### src/rtl/rand_pkt_gen.sv
module rand_pkt_gen #(
  parameter int WORD_W  = 32,
  parameter int LFSR_W  = 31,
  parameter int TAP_A   = 31,
  parameter int TAP_B   = 28,
  parameter int MIN_LEN = 8,
  parameter int MAX_LEN = 504,
  parameter int CNT_W   = 32,
  parameter logic [LFSR_W-1:0] SEED = 'h2A5A1234
) (
  input  logic              clk,
  input  logic              rst_n,
  input  logic              tx_ready,
  output logic [WORD_W-1:0] tx_data,
  output logic              tx_valid,
  output logic              tx_first,
  output logic              tx_last,
  output logic [CNT_W-1:0]  pkt_count
);
  localparam int SPAN  = MAX_LEN - MIN_LEN + 1;
  localparam int LEN_W = $clog2(MAX_LEN + 1);

  function automatic logic [LEN_W-1:0] fold(input logic [LFSR_W-1:0] v);
    logic [LEN_W:0] r;
    r = '0;
    for (int i = LFSR_W - 1; i >= 0; i--) begin
      r = {r[LEN_W-1:0], v[i]};
      if (r >= (LEN_W+1)'(SPAN)) r = r - (LEN_W+1)'(SPAN);
    end
    return r[LEN_W-1:0];
  endfunction

  logic [LFSR_W-1:0] lfsr;
  logic [LEN_W-1:0]  idx;
  logic [LEN_W-1:0]  cur_len;
  logic [WORD_W-1:0] word;
  logic              valid_q;
  logic              fire, at_end;

  assign cur_len  = LEN_W'(MIN_LEN) + fold(lfsr);
  assign at_end   = (idx == cur_len - LEN_W'(1));
  assign fire     = valid_q & tx_ready;

  assign tx_valid = valid_q;
  assign tx_data  = word;
  assign tx_first = valid_q & (idx == '0);
  assign tx_last  = valid_q & at_end;

  always_ff @(posedge clk or negedge rst_n) begin
    if (!rst_n) begin
      valid_q   <= 1'b0;
      lfsr      <= SEED;
      idx       <= '0;
      word      <= '0;
      pkt_count <= '0;
    end else begin
      valid_q <= 1'b1;
      if (fire) begin
        word <= word + WORD_W'(1);
        if (at_end) begin
          idx       <= '0;
          lfsr      <= {lfsr[LFSR_W-2:0], lfsr[TAP_A-1] ^ lfsr[TAP_B-1]};
          pkt_count <= pkt_count + CNT_W'(1);
        end else begin
          idx <= idx + LEN_W'(1);
        end
      end
    end
  end
endmodule

### config.mk
export PLATFORM = sky130hd
export DESIGN_NAME = rand_pkt_gen
export DESIGN_NICKNAME = d
export VERILOG_FILES = /design/src/rtl/rand_pkt_gen.sv
export SDC_FILE = /design/constraint.sdc
export NUM_CORES = 1
export LEC_CHECK = 0
export BUFFER_PORTS_ARGS = -buffer_cell sky130_fd_sc_hd__buf_4
export CORE_ASPECT_RATIO = 1.25
export CORE_MARGIN = 4
export CORE_UTILIZATION = 58
export DETAILED_ROUTE_END_ITERATION = 8
export PLACE_DENSITY = 0.87
export SLEW_MARGIN = 0
export SYNTH_ARGS = -nofsm -noshare
export SYNTH_HDL_FRONTEND = slang
export SYNTH_SLANG_ARGS = --single-unit
### constraint.sdc
create_clock -name clk -period 33.1 [get_ports clk]
set_input_delay 1.655 -clock clk [delete_from_list [all_inputs] [get_ports clk]]
set_output_delay 1.655 -clock clk [all_outputs]
set_load 0.02 [all_outputs]
# Word-level counts from Yosys, hierarchy flattened

Index checks and enable logic that the tools add are counted.

Input bits: 3
Bits in registers: 105

$lt $le $gt $ge: 23
Bitwise operators: 4
Multiplexer cells: 24
Reductions and logical operators: 2
Equal/unequal tests: 1
$add $sub $neg: 28

Operators with widths:

| cell                                                               | number |
|---|---|
| greater-or-equal comparator 10 x 9 -> 1 bit, second input constant | 22 |
| two-way mux 9 bit                                                  | 24 |
| subtractor 9 bit, second input constant                            | 23 |
| adder 32 x 1 -> 32 bit, second input constant                      | 2 |
| adder 4 x 9 -> 9 bit, first input constant                         | 1 |
| adder 9 x 1 -> 9 bit, second input constant                        | 1 |
| == test 9 bit                                                      | 1 |
| greater-or-equal comparator 9 bit, second input constant           | 1 |
| logical NOT 9 bit                                                  | 1 |
| subtractor 9 x 1 -> 9 bit, second input constant                   | 1 |
| bitwise AND 1 bit                                                  | 3 |
| AND reduction 2 bit                                                | 1 |
| bitwise XOR 1 bit                                                  | 1 |

# Depth between registers and ports, before layout

Gate-level depths: netlist of the first run.

Word-level depth: 50
Gate-level depth with buffers: 156
Mapped depth without buffers: 146

# Worst setup path after synthesis of the first run

OpenSTA, ideal clock, no wires.

Kind: register to output
Start: reg lfsr[23]
End: out tx_last
Path slack: 1.656 ns
Data arrival time: 29.789 ns
Required time: 31.445 ns
Stages on the path, launching flop included: 148
Cell sequence: dfrtp_1 buf_4 inv_1 ha_1 inv_2 a211oi_4 xnor2_1 ha_1 or3b_1 nor2_1 mux2_2 o32ai_1 a211oi_1 ha_1 nand2_1 o21ai_0 a22oi_1 and2_1 [... 112 more ...] buf_4 xnor2_1 ha_1 a41oi_2 a31oi_2 xnor2_1 inv_1 ha_1 and4_1 o21ai_2 mux2i_2 a211oi_4 mux2_1 mux2_2 a32o_1 buf_4 and4_1 and2_1

Cells in the longest elaborated chain, start to end: 50
Elaborated cells between the ends (all ways): 73

Ends and longest elaborated chain:

| element                                                                                | RTL line | text |
|---|---|---|
| start, declared                                                                        | 33       | `logic [LFSR_W-1:0] lfsr;` |
| start signal, assigned                                                                 | 62       | `lfsr <= {lfsr[LFSR_W-2:0], lfsr[TAP_A-1] ^ lfsr[TAP_B-1]};` |
| subtractor 9 bit / greater-or-equal comparator 9 bit (equally long branches)           | 28       | `if (r >= (LEN_W+1)'(SPAN)) r = r - (LEN_W+1)'(SPAN);` |
| two-way mux 9 bit (*)                                                                  | 28       |  |
| subtractor 9 bit / greater-or-equal comparator 10 x 9 -> 1 bit (equally long branches) | 28       |  |
| two-way mux 9 bit (*)                                                                  | 28       |  |
| subtractor 9 bit / greater-or-equal comparator 10 x 9 -> 1 bit (equally long branches) | 28       |  |
| two-way mux 9 bit (*)                                                                  | 28       |  |
| subtractor 9 bit / greater-or-equal comparator 10 x 9 -> 1 bit (equally long branches) | 28       |  |
| two-way mux 9 bit (*)                                                                  | 28       |  |
| [... 34 more ...]                                                                      | --       |  |
| subtractor 9 bit / greater-or-equal comparator 10 x 9 -> 1 bit (equally long branches) | 28       |  |
| two-way mux 9 bit (*)                                                                  | 28       |  |
| subtractor 9 bit / greater-or-equal comparator 10 x 9 -> 1 bit (equally long branches) | 28       |  |
| two-way mux 9 bit (*)                                                                  | 28       |  |
| adder 4 x 9 -> 9 bit (*)                                                               | 40       | `assign cur_len = LEN_W'(MIN_LEN) + fold(lfsr);` |
| subtractor 9 x 1 -> 9 bit (*)                                                          | 41       | `assign at_end = (idx == cur_len - LEN_W'(1));` |
| == test 9 bit (*)                                                                      | 41       |  |
| bitwise AND 1 bit (*)                                                                  | 47       | `assign tx_last = valid_q & at_end;` |
| end, declared                                                                          | 17       | `output logic tx_last,` |

Mark *: on every way between the ends. The rest lies on a longest branch, timed or not.

# Worst setup path after layout of the first run

Start: reg lfsr[22]
End: out tx_last

Cells in the longest elaborated chain, start to end: 50
Elaborated cells between the ends (all ways): 73

Ends and longest elaborated chain:

| element                                                                                | RTL line |
|---|---|
| subtractor 9 bit / greater-or-equal comparator 9 bit (equally long branches)           | 28 |
| two-way mux 9 bit (*)                                                                  | 28 |
| subtractor 9 bit / greater-or-equal comparator 10 x 9 -> 1 bit (equally long branches) | 28 |
| two-way mux 9 bit (*)                                                                  | 28 |
| subtractor 9 bit / greater-or-equal comparator 10 x 9 -> 1 bit (equally long branches) | 28 |
| two-way mux 9 bit (*)                                                                  | 28 |
| subtractor 9 bit / greater-or-equal comparator 10 x 9 -> 1 bit (equally long branches) | 28 |
| two-way mux 9 bit (*)                                                                  | 28 |
| [... 34 more ...]                                                                      | -- |
| subtractor 9 bit / greater-or-equal comparator 10 x 9 -> 1 bit (equally long branches) | 28 |
| two-way mux 9 bit (*)                                                                  | 28 |
| subtractor 9 bit / greater-or-equal comparator 10 x 9 -> 1 bit (equally long branches) | 28 |
| two-way mux 9 bit (*)                                                                  | 28 |
| adder 4 x 9 -> 9 bit (*)                                                               | 40 |
| subtractor 9 x 1 -> 9 bit (*)                                                          | 41 |
| == test 9 bit (*)                                                                      | 41 |
| bitwise AND 1 bit (*)                                                                  | 47 |

Marked as above.

==> summary.txt, run 1 <==
Global routing
  • Total track usage: 28.0%
  • Largest net degree at the start of global routing: 61
  • GR Layer Usage met1: 34.8%
  • Top Usage Layer GRT: met2
  • GR met2 Demand/Resource: 49.6%
  • Global-route wire length before repair: 72.2 mm
  • Met3 global-route usage: 3.22%
  • Number of global-route vias before repair: 15341
  • Grt total ovfl: 0
  • Initial antenna violation count: 0

Floorplanning
  • Die Wd: 155 µm
  • Area of the core: 26300 µm²
  • Die height: 192 µm
  • Starting density of the core: 59.5%
  • Area of the die: 29700 µm²
  • Row cnt: 66
  • Top Ports: 70

Setup path
  • Crit-path max FO: 10
  • Worst Path Required: 31.44 ns
  • CP max stage cell: dfstp_2
  • Crit path largest cell delay: 0.65 ns
  • Worst-case reg-to-reg path depth: 143
  • Worst R2R End: lfsr[29]
  • Setup crit start kind: flop
  • Worst Path Arrival: 29.96 ns
  • Reg2reg setup slack: 2.67 ns
  • CP Class: reg2out
  • Worst r2r src: lfsr[22]
  • Worst Setup End Kind: output pin

Synth
  • Xor and xnor area share after synthesis: 8.33%
  • Adder-Cell Fraction of Synth Area: 3.75%
  • Mapped Avg Cell Area: 8.01 µm²
  • Seq cells post-synth: 105
  • Cell variety after synth: 146
  • Top cells by area, synth: dfrtp_1 (15%), xnor2_1 (5.3%), nand2_1 (4.5%)
  • Largest family of logic cells by synthesized area: compound AO/OA/AOI/OAI gates
  • Synthesized netlist cell count: 1953
  • Post-synthesis simple-gate area fraction: 27.2%
  • Ys flop type: dfrtp_1
  • YS warnings: 0
  • Syn_nets: 2002
  • Area leader, netlist: dfrtp_1
  • Ys async rst share: 100%
  • Synth top area share: 14.9%
  • Complex-gate fraction of the synthesized area: 31.6%
  • EDFF count, synth: 0
  • Post-synthesis sequential area ratio: 16.9%
  • Mux share of post-synthesis cell area: 7.43%
  • Synth Cell Area: 15600 µm²

Timing
  • Fmax: 31.6 MHz
  • Final min period: 31.61 ns
  • Final Cycle Share: 95.5%
  • Clk_skew: 0.0152 ns
  • Rel. slew slack: 40.1%
  • Setup violators final: 0
  • Final hold slack: 0.490 ns
  • Final hold violations: 0
  • Max-slew violation count: 0
  • Slew of the pin with the lowest slew margin: 0.891 ns

Placed design
  • Post-detail-place hpwl: 33.1 mm
  • Placed cells: 2324
  • Port-buffer cells: 69
  • Gp weighted congestion: 0.972

Drt
  • Drt drc: 0
  • WL/cell: 18.5 µm
  • Number of DRC markers in iteration 0: 1549
  • Remaining antenna violation count: 0
  • DR vias: 16363
  • 1st-pass router iterations: 8
  • Via/cell ratio: 6.91
  • WL final: 43.8 mm

Clock network
  • Clock Latency Late Sink: 0.37 ns
  • Clk sinks: 105
  • CTS tree: done
  • Num CTS Buffers: 9
  • Clk slew on worst S/H paths: 0.08 ns
  • H-tree depth: 3
  • Root Buffer: clkbuf_16
  • Hold-fix buffers, CTS: 0
  • Clk buf depth: 2

Pwr
  • PwrDens: 22.3 nW/µm²
  • VDD IR max: 39.2 µV
  • LEAKAGE: 6.87 nW

Final layout
  • Fin cells: 2367
  • Fill count: 2184
  • Growth of design area from synthesis to finish: 9.84%
  • Share of post-route cells with drive strength above 1: 18.9%
  • Nets@finish: 2071
  • Antenna cells: 0
  • Commonest non-fill, non-tap cell in the layout: nand2_1
  • Most frequent cells in the layout: nand2_1 (186), nor2_1 (146), buf_4 (123)

Run
  • Max cap viols: 0

Worst hold path
  • Hold Path Class: reg2reg
  • Min-delay src: pkt_count[31]
  • Worst hold path cell count: 1
  • Hold Crit Endpoint: pkt_count[31]

Outcome
  • Outcome: completed
report_power, final:
group          internal [W]  switching, W  leakage (nW)
clock             0.0000550     0.0000593         0.152
sequential         0.000137     0.0000146          1.37
combinational     0.0000458     0.0000703          5.34
how the worst max path moves through the flow:
stage	start	endpoint
after floorplan	lfsr[23]	tx_last
after global placement	lfsr[22]	tx_last
after detailed placement	lfsr[22]	tx_last
after CTS	lfsr[23]	tx_last
after global routing	lfsr[22]	tx_last
final	lfsr[22]	tx_last
synth_stat cells, drive strengths merged (13+ instances only):
cell	n
o21a	15
xnor2	96
nor2	152
inv	64
buf	51
and3	44
o21ai	115
and4	16
mux2	47
nand3	99
or4	14
a21oi	74
dfrtp	93
clkbuf	14
o211a	21
or2	21
nor3	71
o211ai	38
a21boi	13
mux2i	58
nor4	33
nand2	188
a211oi	41
nand4	36
a31oi	40
ha	46
or3	20
a31o	13
o31ai	24
and2	40
a21o	25
a211o	23
xor2	51
metrics by stage:
step	TNS, ns	utilization, %	power, W	instance area [µm²]	worst slack, ns
after global routing	-0.253	65.4	0.000401	17200	-0.253
final	0	65.4	0.000382	17200	1.49
after floorplan	0	-	0.000235	15600	1.66
after detailed placement	-7.46	62.1	0.000262	16300	-1.22
after CTS	0	63.8	0.000378	16800	0.0226
after global placement	0	62.1	0.000258	16300	0.583
critical path, delay by kind of cell (launching register included):
kind,cells,cell delay (ns)
buf+inv,16,1.76
xor+xnor,17,2.87
fa+ha+maj,20,4.83
compound gates,47,9.86
flops,1,0.65
mux,9,2.17
simple gates,34,7.43
kinds of logic after synthesis:
kind of cell / Yosys count
AND/OR/NAND/NOR: 795
other: 1
AO/OA/AOI/OAI: 619
multiplexers: 105
buffers and inverters: 134
XOR/XNOR: 147
adder cells (fa/ha/maj): 47
flip-flops: 105
state kept, by name, summed over array words and instances, names as in the netlist:
name       count
pkt_count     32
tx_data       32
lfsr          31
idx            9
tx_valid       1
layer usage:
| layer | wire length [µm] | vias up |
|---|---|---|
| met2 | 21400 | 735 |
| met5 | 0 | - |
| met3 | 2520 | 170 |
| met1 | 18300 | 7758 |
| li1 | - | 7700 |
| met4 | 1610 | 0 |
final cells by class:
class | instances | area, µm² | share of cell area (%)
multi-input cells | 1714 | 12600 | 73.4
flip-flops and latches | 105 | 2640 | 15.4
repair buffers | 123 | 923 | 5.38
well taps | 340 | 425 | 2.48
inverters | 69 | 259 | 1.51
clock buffers | 9 | 225 | 1.31
clock inverters | 7 | 91.3 | 0.532
repair_timing:
| item | 4_1_cts | 5_1_grt |
|---|---|---|
| resized for setup | 20 | 50 |
| endpoints found under the setup margin | 64 | 73 |
| setup buffers | 7 | 20 |
| pin swaps | 6 | 22 |
No activity file was read; power rests on OpenSTA's default activity.
==> run 2: changes to the inputs <==
- CORE_UTILIZATION: 58 -> 65
- PLACE_DENSITY: 0.87 -> 0.92
- clock period: 33.1 -> 40.5 ns (I/O delays scaled with it)
==> run 2 against run 1 <==
  * Worst hold slack got worse by 0.012 ns
  * Worst setup slack improved by 1.3 ns
  * Largest cell class unchanged
  * Clock power decreased by 18%
  * Critical path depth decreased by 3
  * Register-to-register slack improved by 1.4 ns
  * Largest power group unchanged
  * Critical path type unchanged
  * Routed wire length decreased by 1.1%
  * Final area decreased by 4.5%
  * Clock skew increased by 0.0034 ns
  * First-iteration DRC count decreased by 3.2%
==> summary.txt, run 2 (synthesis results as in run 1) <==
Outcome
  • Outcome: completed

Timing
  • Rel. slew slack: 29.6%
  • Clk_skew: 0.0186 ns
  • RSZ-0062 raised after global routing: no
  • Final min period: 37.72 ns
  • Final hold violations: 0
  • Post-route setup TNS: 0 ns
  • Slew of the pin with the lowest slew margin: 1.03 ns
  • Final Cycle Share: 93.1%
  • Fmax: 26.5 MHz
  • Max-slew violation count: 0
  • Setup violators final: 0

Clock network
  • H-tree depth: 3
  • CTS resizes: 0
  • Hold-fix buffers, CTS: 0
  • Clk sinks: 105
  • Setup Buffers After CTS: 0
  • CTS tree: done
  • Num CTS Buffers: 9
  • Clock Latency Late Sink: 0.38 ns
  • Root Buffer: clkbuf_16
  • Clk buf depth: 2
  • Clk slew on worst S/H paths: 0.09 ns

Global routing
  • Met3 global-route usage: 3.64%
  • Number of global-route vias before repair: 15637
  • Global-route wire length before repair: 73.8 mm
  • GR met2 Demand/Resource: 56.1%
  • Initial antenna violation count: 0
  • GR Layer Usage met1: 38.7%
  • Grt total ovfl: 0
  • Top Usage Layer GRT: met2
  • Largest net degree at the start of global routing: 91
  • Total track usage: 31.7%

Floorplanning
  • Starting density of the core: 65.9%
  • Area of the core: 23700 µm²
  • Die Wd: 147 µm
  • Row cnt: 63
  • Die height: 181 µm
  • Area of the die: 26600 µm²
  • Top Ports: 70

Pwr
  • P_sw: 0.000118 W
  • Clock share of power: 30.3%
  • Comb pwr share: 29.6%
  • Part of the power in registers: 40.1%
  • VDD IR max: 31.2 µV
  • LEAKAGE: 6.53 nW
  • Sw frac: 38.1%
  • Internal power: 0.000192 W
  • PwrDens: 18.9 nW/µm²

Run
  • Max cap viols: 0

Drt
  • DR vias: 16093
  • Drt drc: 0
  • WL/cell: 18.8 µm
  • Number of DRC markers in iteration 0: 1499
  • WL final: 43.3 mm
  • 1st-pass router iterations: 5
  • Via/cell ratio: 7.00
  • Remaining antenna violation count: 0

Final layout
  • Share of post-route cells with drive strength above 1: 14.0%
  • Nets@finish: 2019
  • Growth of design area from synthesis to finish: 4.95%
  • Final Instance Area: 16400 µm²
  • Fin cells: 2300
  • Antenna cells: 0
  • Most frequent cells in the layout: nand2_1 (186), nor2_1 (147), nand3_1 (95), xnor2_1 (95), dfrtp_1 (93)
  • Commonest non-fill, non-tap cell in the layout: nand2_1

Setup path
  • Most used cell, CP: ha_1
  • CP top delay family: compound AO/OA/AOI/OAI gates
  • CP max stage cell: or4_1
  • WP buf/inv: 13
  • Setup crit start kind: flop
  • Worst Path Required: 38.47 ns
  • Crit path largest cell delay: 0.73 ns
  • CP Class: reg2out
  • Crit-path max FO: 11
  • Worst Setup End Kind: output pin
  • Worst Path Arrival: 35.69 ns

Placed design
  • Post-detail-place hpwl: 33.0 mm
  • Port-buffer cells: 69
  • Post-DP Area: 16100 µm²
  • Placed cells: 2284
  • Gp weighted congestion: 1.00

Worst hold path
  • Hold Path Class: reg2reg
run 2: changes by cell type in the layout (fill, tap and decap cells not counted), moves of 4 or more:
cell,before,now
ha_2,14,0
buf_4,123,71
xnor2_1,83,95
a21oi_1,61,65
xnor2_2,13,1
ha_1,31,46
run 2: metal layers:
layer  vias up  share of wire (%)
li1       7566                  -
met1      7597                 41
met2       749                 49
met3       181                5.7
met4         0                4.5
met5         -                  0
run 2: worst paths after layout:
| check | slack, ns | cells past startpoint | endpoint | start |
|---|---|---|---|---|
| hold reg to reg | 0.48 | 1 | tx_data[31] | tx_data[31] |
| max in group asynchronous | 37.70 | 2 | tx_data[23] | rst_n |
| setup / recovery | 2.78 | 140 | tx_last | lfsr[22] |
| hold / removal | 0.48 | 1 | tx_data[31] | tx_data[31] |
| setup reg to reg | 4.10 | 140 | pkt_count[6] | lfsr[22] |
| min in group asynchronous | 1.71 | 1 | lfsr[6] | rst_n |
run 2: cell type report:
class,instances,area [µm²]
multi-input combinational,1714,12300
fill,1906,7320
sequential,105,2640
timing repair buffer,71,533
tap,325,407
inverter,69,259
clock buffer,9,225
clock inverter,7,91.3
run 2: power groups by stage:
| stage | registers, W | logic [W] | clock network (W) |
|---|---|---|---|
| 3_5_place_dp | 0.000125 | 0.0000895 | 0 |
| 4_1_cts | 0.000124 | 0.0000908 | 0.0000949 |
| 5_1_grt | 0.000126 | 0.000100 | 0.0000989 |
| 6_report | 0.000124 | 0.0000917 | 0.0000939 |
| 3_3_place_gp | 0.000125 | 0.0000862 | 0 |
| 2_1_floorplan | 0.000127 | 0.0000649 | 0 |
run 2: stage by stage:
stage / setup slack (ns) / total power (W) / hold WS [ns] / util (%)
after floorplan: 8.69 / 0.000192 / 0.473 / -
after global placement: 5.87 / 0.000211 / 0.460 / 67.8
after detailed placement: 4.15 / 0.000215 / 0.467 / 67.8
after CTS: 3.53 / 0.000309 / 0.483 / 69.2
after global routing: 0.0200 / 0.000325 / 0.505 / 69.2
final: 2.78 / 0.000310 / 0.479 / 69.2
